### config.mk
export PLATFORM = sky130hd
export DESIGN_NAME = ser_out_tx
export DESIGN_NICKNAME = d
export VERILOG_FILES = /design/src/rtl/ser_pkg.sv /design/src/rtl/ser_edge_sync.sv /design/src/rtl/ser_hold_buf.sv /design/src/rtl/ser_tx_fsm.sv /design/src/rtl/ser_out_tx.sv
export SDC_FILE = /design/constraint.sdc
export NUM_CORES = 1
export LEC_CHECK = 0
export ABC_AREA = 1
export ABC_CLOCK_PERIOD_IN_PS = 4400
export CORE_MARGIN = 1.5
export CORE_UTILIZATION = 45
export CTS_CLUSTER_DIAMETER = 40
export DETAILED_ROUTE_END_ITERATION = 8
export GPL_ROUTABILITY_DRIVEN = 0
export PLACE_DENSITY = 0.63
export SYNTH_ARGS = -nofsm -noshare
export SYNTH_HDL_FRONTEND = slang
export SYNTH_SLANG_ARGS = --single-unit
### constraint.sdc
create_clock -name clk -period 4.4 [get_ports clk]
set_clock_uncertainty 0.1 [all_clocks]
set_input_delay 0.88 -clock clk [delete_from_list [all_inputs] [get_ports clk]]
set_output_delay 0.88 -clock clk [all_outputs]
set_load 0.1 [all_outputs]
### src/rtl/ser_pkg.sv
package ser_pkg;

    localparam int CODE_W = 8;
    localparam int IDX_W  = $clog2(CODE_W);

    typedef enum logic [1:0] {
        RATE_64K = 2'b00,
        RATE_32K = 2'b01,
        RATE_24K = 2'b10,
        RATE_16K = 2'b11
    } rate_e;

    typedef enum logic [2:0] {
        ST_IDLE,
        ST_ARMED,
        ST_SHIFT,
        ST_LSB,
        ST_HOLD,
        ST_REPEAT
    } tx_state_e;

    typedef struct packed {
        rate_e              rate;
        logic [CODE_W-1:0]  code;
    } entry_t;

    // index of the first bit sent for a rate
    function automatic logic [IDX_W-1:0] top_index(input rate_e r);
        logic [IDX_W-1:0] t;
        unique case (r)
            RATE_64K: t = IDX_W'(7);
            RATE_32K: t = IDX_W'(3);
            RATE_24K: t = IDX_W'(2);
            RATE_16K: t = IDX_W'(1);
            default:  t = IDX_W'(7);
        endcase
        return t;
    endfunction

endpackage

### src/rtl/ser_edge_sync.sv
module ser_edge_sync #(
    parameter int STAGES = 2
) (
    input  logic clk,
    input  logic rst_n,
    input  logic dclk_in,
    input  logic oe_in,
    output logic dclk_rise,
    output logic dclk_fall,
    output logic oe_lvl
);
    localparam int CH = 2;

    logic [STAGES-1:0] chain [CH];
    logic              dclk_prev;
    logic [CH-1:0]     raw;

    assign raw = {oe_in, dclk_in};

    for (genvar c = 0; c < CH; c++) begin : g_chan
        always_ff @(posedge clk or negedge rst_n) begin
            if (!rst_n) begin
                chain[c] <= '0;
            end else begin
                chain[c] <= {chain[c][STAGES-2:0], raw[c]};
            end
        end
    end

    always_ff @(posedge clk or negedge rst_n) begin
        if (!rst_n) begin
            dclk_prev <= 1'b0;
        end else begin
            dclk_prev <= chain[0][STAGES-1];
        end
    end

    assign dclk_rise = chain[0][STAGES-1] & ~dclk_prev;
    assign dclk_fall = ~chain[0][STAGES-1] & dclk_prev;
    assign oe_lvl    = chain[1][STAGES-1];

endmodule

### src/rtl/ser_hold_buf.sv
module ser_hold_buf #(
    parameter int W     = 10,
    parameter int DEPTH = 2
) (
    input  logic                       clk,
    input  logic                       rst_n,
    input  logic                       push,
    input  logic [W-1:0]               din,
    input  logic                       pop,
    output logic [W-1:0]               dout,
    output logic                       empty,
    output logic                       full,
    output logic [$clog2(DEPTH+1)-1:0] count
);
    localparam int PTR_W = (DEPTH > 1) ? $clog2(DEPTH) : 1;
    localparam int CNT_W = $clog2(DEPTH+1);

    logic [W-1:0]     mem [DEPTH];
    logic [PTR_W-1:0] wr_ptr, rd_ptr;
    logic             do_push, do_pop;

    assign empty   = (count == '0);
    assign full    = (count == CNT_W'(DEPTH));
    assign do_push = push & ~full;
    assign do_pop  = pop & ~empty;
    assign dout    = mem[rd_ptr];

    function automatic logic [PTR_W-1:0] bump(input logic [PTR_W-1:0] p);
        return (p == PTR_W'(DEPTH-1)) ? '0 : p + 1'b1;
    endfunction

    always_ff @(posedge clk or negedge rst_n) begin
        if (!rst_n) begin
            wr_ptr <= '0;
            rd_ptr <= '0;
            count  <= '0;
        end else begin
            if (do_push) wr_ptr <= bump(wr_ptr);
            if (do_pop)  rd_ptr <= bump(rd_ptr);
            unique case ({do_push, do_pop})
                2'b10:   count <= count + 1'b1;
                2'b01:   count <= count - 1'b1;
                default: count <= count;
            endcase
        end
    end

    for (genvar i = 0; i < DEPTH; i++) begin : g_slot
        always_ff @(posedge clk or negedge rst_n) begin
            if (!rst_n) begin
                mem[i] <= '0;
            end else if (do_push && wr_ptr == PTR_W'(i)) begin
                mem[i] <= din;
            end
        end
    end

endmodule

### src/rtl/ser_tx_fsm.sv
module ser_tx_fsm
    import ser_pkg::*;
(
    input  logic      clk,
    input  logic      rst_n,
    input  logic      dclk_rise,
    input  logic      dclk_fall,
    input  logic      oe_lvl,
    input  logic      have_word,
    input  entry_t    head,
    output logic      pop,
    output logic      sdo,
    output logic      busy,
    output tx_state_e state
);
    tx_state_e         nxt;
    logic [CODE_W-1:0] shreg;
    logic [IDX_W-1:0]  top;
    logic [IDX_W-1:0]  idx;
    logic              fresh;
    logic              go;

    assign go   = (state == ST_IDLE) && dclk_fall && oe_lvl && fresh && have_word;
    assign pop  = go;
    assign busy = (state != ST_IDLE);

    // state register
    always_ff @(posedge clk or negedge rst_n) begin
        if (!rst_n) state <= ST_IDLE;
        else        state <= nxt;
    end

    // transitions
    always_comb begin
        nxt = state;
        unique case (state)
            ST_IDLE:   if (go) nxt = ST_ARMED;
            ST_ARMED:  if (dclk_rise) nxt = (top == '0) ? ST_LSB : ST_SHIFT;
            ST_SHIFT:  if (dclk_rise && idx == IDX_W'(1)) nxt = ST_LSB;
            ST_REPEAT: begin
                if (dclk_rise) begin
                    if (!oe_lvl)              nxt = ST_IDLE;
                    else if (idx == IDX_W'(1)) nxt = ST_LSB;
                end
            end
            ST_LSB:    if (dclk_fall) nxt = oe_lvl ? ST_HOLD : ST_IDLE;
            ST_HOLD: begin
                if (dclk_rise) begin
                    if (!oe_lvl)        nxt = ST_IDLE;
                    else if (top == '0) nxt = ST_LSB;
                    else                nxt = ST_REPEAT;
                end
            end
            default:   nxt = ST_IDLE;
        endcase
    end

    // outputs and word datapath
    always_ff @(posedge clk or negedge rst_n) begin
        if (!rst_n) begin
            sdo   <= 1'b0;
            shreg <= '0;
            top   <= '0;
            idx   <= '0;
            fresh <= 1'b0;
        end else begin
            if (!oe_lvl)                                   fresh <= 1'b1;
            else if (state == ST_IDLE && dclk_fall)        fresh <= 1'b0;

            unique case (state)
                ST_IDLE: begin
                    sdo <= 1'b0;
                    if (go) begin
                        shreg <= head.code;
                        top   <= top_index(head.rate);
                    end
                end
                ST_ARMED: begin
                    if (dclk_rise) begin
                        idx <= top;
                        sdo <= shreg[top];
                    end
                end
                ST_SHIFT, ST_REPEAT: begin
                    if (dclk_rise) begin
                        if (state == ST_REPEAT && !oe_lvl) begin
                            sdo <= 1'b0;
                        end else begin
                            idx <= idx - 1'b1;
                            sdo <= shreg[idx - 1'b1];
                        end
                    end
                end
                ST_LSB: begin
                    if (dclk_fall && !oe_lvl) sdo <= 1'b0;
                end
                ST_HOLD: begin
                    if (dclk_rise) begin
                        if (oe_lvl) begin
                            idx <= top;
                            sdo <= shreg[top];
                        end else begin
                            sdo <= 1'b0;
                        end
                    end
                end
                default: sdo <= 1'b0;
            endcase
        end
    end

endmodule

### src/rtl/ser_out_tx.sv
module ser_out_tx
    import ser_pkg::*;
#(
    parameter int BUF_DEPTH   = 2,
    parameter int SYNC_STAGES = 2
) (
    input  logic              clk,
    input  logic              rst_n,
    input  logic              load,
    input  logic [CODE_W-1:0] load_code,
    input  logic [1:0]        load_rate,
    input  logic              dclk,
    input  logic              oe,
    output logic              sdo,
    output logic              busy
);
    localparam int ENT_W = $bits(entry_t);
    localparam int CNT_W = $clog2(BUF_DEPTH+1);

    logic             dclk_rise, dclk_fall, oe_lvl;
    logic             buf_empty, buf_full, buf_pop;
    logic [CNT_W-1:0] buf_count;
    logic [ENT_W-1:0] buf_out;
    entry_t           in_entry, head;
    tx_state_e        tx_state;

    assign in_entry.rate = rate_e'(load_rate);
    assign in_entry.code = load_code;
    assign head          = entry_t'(buf_out);

    ser_edge_sync #(.STAGES(SYNC_STAGES)) u_sync (
        .clk       (clk),
        .rst_n     (rst_n),
        .dclk_in   (dclk),
        .oe_in     (oe),
        .dclk_rise (dclk_rise),
        .dclk_fall (dclk_fall),
        .oe_lvl    (oe_lvl)
    );

    ser_hold_buf #(.W(ENT_W), .DEPTH(BUF_DEPTH)) u_buf (
        .clk   (clk),
        .rst_n (rst_n),
        .push  (load),
        .din   (in_entry),
        .pop   (buf_pop),
        .dout  (buf_out),
        .empty (buf_empty),
        .full  (buf_full),
        .count (buf_count)
    );

    ser_tx_fsm u_fsm (
        .clk       (clk),
        .rst_n     (rst_n),
        .dclk_rise (dclk_rise),
        .dclk_fall (dclk_fall),
        .oe_lvl    (oe_lvl),
        .have_word (~buf_empty),
        .head      (head),
        .pop       (buf_pop),
        .sdo       (sdo),
        .busy      (busy),
        .state     (tx_state)
    );

endmodule

==> results of run 1 <==
flip-flops by register name, summed over array words and instances (netlist names), 2 cells and up:
signal        count
u_fsm.shreg       8
u_fsm.top         3
u_buf.mem        20
u_fsm.state       3
u_sync.chain      3
u_buf.count       2
u_fsm.idx         3
power groups by stage:
stage / sequential (mW) / combinational [mW] / clock (mW)
global route: 0.818 / 1.10 / 0.327
finish: 0.789 / 0.934 / 0.298
floorplan: 0.763 / 0.765 / 0
CTS: 0.790 / 0.944 / 0.307
global placement: 0.789 / 0.927 / 0
detailed placement: 0.797 / 0.939 / 0
synthesized netlist by cell type, types with 2 or more instances:
library cell	count
inv_1	36
dfrtp_1	48
o21ai_1	3
nor2_1	7
a21oi_4	2
ha_1	3
nor2_4	3
nand3_1	20
nand2_2	4
a21oi_1	3
nor2_2	2
o21ai_0	37
nand2_1	110
buf_2	3
xnor2_1	3
o21ai_2	2
inv_2	4
kinds of logic after synthesis:
| family | synth area share [%] |
|---|---|
| AND/OR/NAND/NOR | 26.8 |
| adder cells (fa/ha/maj) | 1.55 |
| multiplexers | 0.464 |
| buffers and inverters | 8.00 |
| AO/OA/AOI/OAI | 12.2 |
| XOR/XNOR | 1.45 |
| flip-flops | 49.5 |
final cells by class:
cell class | count | area, sq um
clock buffers | 5 | 68.8
clock inverters | 1 | 30.0
fillers | 544 | 2400
inverters | 41 | 159
multi-input cells | 209 | 1030
flip-flops and latches | 48 | 1200
well taps | 70 | 87.6
repair buffers | 17 | 163
critical path, stage by stage, from the launching register on:
cell	delay (ns)
dfrtp_1	0.47
inv_2	0.09
nand2_4	0.10
clkdlybuf4s50_1	1.13
layout by cell type, fill, tap and decap left out:
master	count
nand2_1	110
dfrtp_1	48
o21ai_0	37
inv_1	36
nand3_1	20
clkdlybuf4s50_1	15
nor2_1	7
clkbuf_8	5
inv_2	4
nand2_2	4
nor2_4	3
a21oi_1	3
o21ai_1	3
xnor2_1	3
ha_1	3
o21ai_2	2
nor2_2	2
a21oi_4	2
nand2_4	1
inv_6	1
a31oi_2	1
nand3_2	1
nand4_1	1
a21boi_2	1
xor2_1	1
nor3_1	1
o31ai_1	1
or2_2	1
mux2_2	1
bufinv_16	1
buf_2	1
buf_4	1
layer usage:
metal  wire length [um]  vias up  GRT usage [%]
li1                   -      990              -
met1               2110      842           22.8
met2               1980       22           28.7
met3                121        5           3.59
met4                 55        0           5.00
met5                  0        -              0
worst paths after layout:
path                                                   end  slack, ns  cells past startpoint
worst max-delay path                                  busy       1.33                      3
worst min-delay path             u_sync.chain[3]$_DFF_PN0_       0.25                      0
worst max register to register  u_buf.count[1]$_DFFE_PN0P_       2.33                      9
worst min register to register   u_sync.chain[3]$_DFF_PN0_       0.25                      0
max in group asynchronous       u_fsm.shreg[5]$_DFFE_PN0P_       2.90                      1
min in group asynchronous       u_sync.dclk_prev$_DFF_PN0_       0.66                      1
==> flow_summary.yaml, run 1 <==
sta:
  setup_tns_ns: 0
  hold_viol_final: 0
  rsz0062_at_grt: "false"
  slew_violations: 0
  setup_ws_ns: 1.33
  finalSetupViolCount: 0
  hold_slack_ns: 0.254
  slew-limit-headroom_pct: 31.2
  worst_pin_slew_ns: 1.03
  period_minus_slack_ns: 3.07
  post-route-period-util_pct: 69.8
  fmax_ghz: 0.326
cells_and_area:
  diodes: 0
  area_growth_pct: 13.0
  drive_above_1_share_pct: 9.97
  design_area_sq_mm: 0.00274
  final_core_util_pct: 53.3
  finalNonFillerCells: 391
  finalNetCount: 340
min_path:
  holdCritPathClass: "flip-flop to flip-flop"
  min_from: "u_sync.chain[2]$_DFF_PN0_"
flow_run:
  maxCapViolCount: 0
yosys:
  syn_area_sq_mm: 0.00242
  synthFlopType: "dfrtp_1"
  syn_avg_cell_area_sq_um: 7.98
  synth-edff-count: 0
  synth_cells: 304
  yosys_warnings: 0
  synth_top_cell_by_area: "dfrtp_1"
  async_flop_share_pct: 100
  synth_top_area_share_pct: 49.5
  synthTopCellsByArea: "dfrtp_1 (50%), nand2_1 (17%), o21ai_0 (7.6%)"
  ys_ff_latch: 48
  synthDistinctLibCells: 31
  synth_seq_area_share_pct: 49.5
  synthesis.nets: 322
pwr:
  power_switching_uw: 889
  combPwrFrac_pct: 46.2
  power.density_mw_per_mm2: 738
  clockPowerShare_pct: 14.7
  p_int_mw: 1.13
  p_leak_nw: 1.36
  p_seq_share_pct: 39.0
  p_total_mw: 2.02
  vdd_drop_max_mv: 0.343
  switching_share_pct: 44.0
clock_tree:
  cts.sinks: 48
  cts_tree: "done"
  ctsHtreeMaxLevel: 2
  cts.reportedPaths.clkPinSlew_ns: 0.08
  clk_latency_ns: 0.30
  clockRootBuffer: "clkbuf_8"
  cts_made_buffers: 5
  ctsHoldBuffers: 0
  post_cts.repair.setup_buffers: 0
  cts_resized: 0
  clk_path_buf_depth: 2
worst_setup_path:
  start_kind: "flip-flop"
  r2r_start: "u_fsm.state[1]$_DFFE_PN0P_"
  worst-setup-path-type: "flip-flop to output port"
  arrival_ns: 2.09
  worst_ep_required_time_ns: 3.42
  cp_max_fo: 7
  endpoint_kind: "output port"
  crit_start: "u_fsm.state[2]$_DFFE_PN0P_"
routing:
  drt-wirelength-per-cell_um: 10.9
  drt_iter0_markers: 66
  vias: 1859
  dr.pass1.iters: 4
  avgViaCountPerCell: 4.75
  drcViolationCount: 0
  drt_wl_total_mm: 4.27
  antenna_left: 0
grt:
  grtUsageTotal_pct: 17.3
  overflow: 0
  first_global_vias: 1884
  antenna_found_initial: 0
  grt_max_degree: 49
  grt_pass1_wl_mm: 8.20
floorplan:
  die-area_sq_mm: 0.00584
  dieHeight_um: 76.4
  fp.dieW_um: 76.4
  rows: 26
  start_util_pct: 47.2
  fp.coreArea_sq_mm: 0.00514
  pin_count: 17
placed_design:
  place_inst: 385
  numPortBuffers: 16
  dpl.hpwl_mm: 3.14
  placed_area_sq_mm: 0.00264
  dp_slack_ns: 1.67
outcome:
  status: "finished, final reports clean"
Note: power is estimated with default switching activity, not from simulation.
==> run 2, diff against run 1 <==
ABC_CLOCK_PERIOD_IN_PS = 3000   (was 4400)
clock period = 3 ns   (was 4.4 ns; I/O delays follow)
==> run 2 against run 1 <==
Effect of this change:
- global-route usage about the same
- sequential power is 48% higher
- worst setup slack lost 0.42 ns
- via count is 2.0% higher
==> flow_summary.yaml, run 2 (synthesis gave the netlist of run 1 again) <==
outcome:
  status: "finished, final reports clean"
grt:
  antenna_found_initial: 0
  grt_pass1_wl_mm: 8.27
  overflow: 0
  grt_max_degree: 27
  grtUsageTotal_pct: 17.3
  first_global_vias: 1906
worst_setup_path:
  rrSetupSlack_ns: 0.91
  endpoint_kind: "flip-flop"
  rr_worst_depth: 9
  worst_ep_required_time_ns: 3.07
  r2r_start: "u_fsm.state[1]$_DFFE_PN0P_"
  worst-setup-path-type: "flip-flop to flip-flop"
  arrival_ns: 2.16
  endpoint: "u_buf.count[1]$_DFFE_PN0P_"
  timing.rr.end: "u_buf.count[1]$_DFFE_PN0P_"
  cp_max_fo: 21
  crit_start: "u_fsm.state[1]$_DFFE_PN0P_"
  start_kind: "flip-flop"
clock_tree:
  post_cts.repair.setup_buffers: 0
  cts_resized: 0
  ctsHoldBuffers: 0
  clk_latency_ns: 0.29
  clockRootBuffer: "clkbuf_8"
  cts_made_buffers: 5
  clk_path_buf_depth: 2
  cts.sinks: 48
  cts.reportedPaths.clkPinSlew_ns: 0.09
  cts_tree: "done"
  ctsHtreeMaxLevel: 2
pwr:
  vdd_drop_max_mv: 0.555
  p_leak_nw: 1.37
  power.density_mw_per_mm2: 1070
sta:
  slew_violations: 0
  rsz0062_at_grt: "false"
  period_minus_slack_ns: 2.09
  slew-limit-headroom_pct: 61.1
  hold_slack_ns: 0.201
  setup_tns_ns: 0
  finalSetupViolCount: 0
  worst_pin_slew_ns: 0.584
  fmax_ghz: 0.478
  post-route-period-util_pct: 69.8
  hold_viol_final: 0
cells_and_area:
  final_cell_mix: "nand2_1 (110), dfrtp_1 (48), o21ai_0 (37)"
  final_core_util_pct: 53.4
  area_growth_pct: 13.3
  design_area_sq_mm: 0.00275
  nFillCells: 525
  reg.largest.list: "u_buf.mem: 20 flops, u_fsm.shreg: 8 flops"
  seqCellArea_sq_mm: 0.00120
  finalNetCount: 342
  layout_commonest_cell: "nand2_1"
  multiInputGateArea_sq_mm: 0.00103
  finalNonFillerCells: 394
  top_register: "u_buf.mem"
  largest_register_ff_count: 20
  drive_above_1_share_pct: 11.4
  diodes: 0
flow_run:
  maxCapViolCount: 0
routing:
  drt_iter0_markers: 68
  vias: 1897
  drt-wirelength-per-cell_um: 11.5
  avgViaCountPerCell: 4.81
  drt_wl_total_mm: 4.53
  dr.pass1.iters: 4
  antenna_left: 0
  drcViolationCount: 0
floorplan:
  rows: 26
  fp.coreArea_sq_mm: 0.00514
  dieHeight_um: 76.4
  fp.dieW_um: 76.4
  pin_count: 17
  die-area_sq_mm: 0.00584
  start_util_pct: 47.2
placed_design:
  dpl.hpwl_mm: 3.36
  place_inst: 387
  placed_area_sq_mm: 0.00265
  numPortBuffers: 16
min_path:
  holdCritPathClass: "input port to async pin"
run 2: metal layers:
metal / vias up / global-route usage (%) / part of all wire [%]
met5: - / 0 / 0
met4: 0 / 4.44 / 0.55
met3: 2 / 3.23 / 3.2
met2: 24 / 30.4 / 49
met1: 873 / 21.9 / 47
li1: 998 / - / -
run 2: worst min-delay path by stage:
| stage | endpoint | slack (ns) | cells after the start |
|---|---|---|---|
| final | u_fsm.sdo$_DFFE_PN0P_ | 0.20 | 1 |
| after CTS | u_fsm.sdo$_DFFE_PN0P_ | 0.22 | 1 |
| after floorplan | u_buf.count[0]$_DFFE_PN0P_ | 0.20 | 0 |
| after detailed placement | u_sync.oe_lvl$_DFF_PN0_ | 0.24 | 0 |
| after global placement | u_sync.oe_lvl$_DFF_PN0_ | 0.23 | 0 |
| after global routing | u_fsm.sdo$_DFFE_PN0P_ | 0.25 | 1 |
run 2: final cells by class:
type,count,area share [%]
clock buffer,7,3.51
inverter,41,5.79
multi-input combinational,209,37.5
sequential,48,43.7
tap,70,3.19
timing repair buffer,19,6.29
run 2: metrics by stage:
stage                     worst slack (ns)  total power [mW]
after floorplan                      0.973              2.24
after global placement               0.932              2.53
after detailed placement             0.899              2.56
after CTS                            0.892              2.97
after global routing                 0.750              3.22
final                                0.906              2.94
run 2: worst max-delay path, cell delays in order (launching register included):
cell,delay [ns]
dfrtp_1,0.48
nor2_4,0.17
nand2_4,0.08
nor2_4,0.08
nand2_2,0.26
inv_6,0.16
ha_1,0.26
a21oi_1,0.11
o21ai_0,0.11
xor2_1,0.16
run 2: report_power, final:
group,internal [mW],total (mW),switching [mW]
combinational,0.492,1.36,0.873
clock,0.206,0.406,0.200
sequential,0.926,1.17,0.241
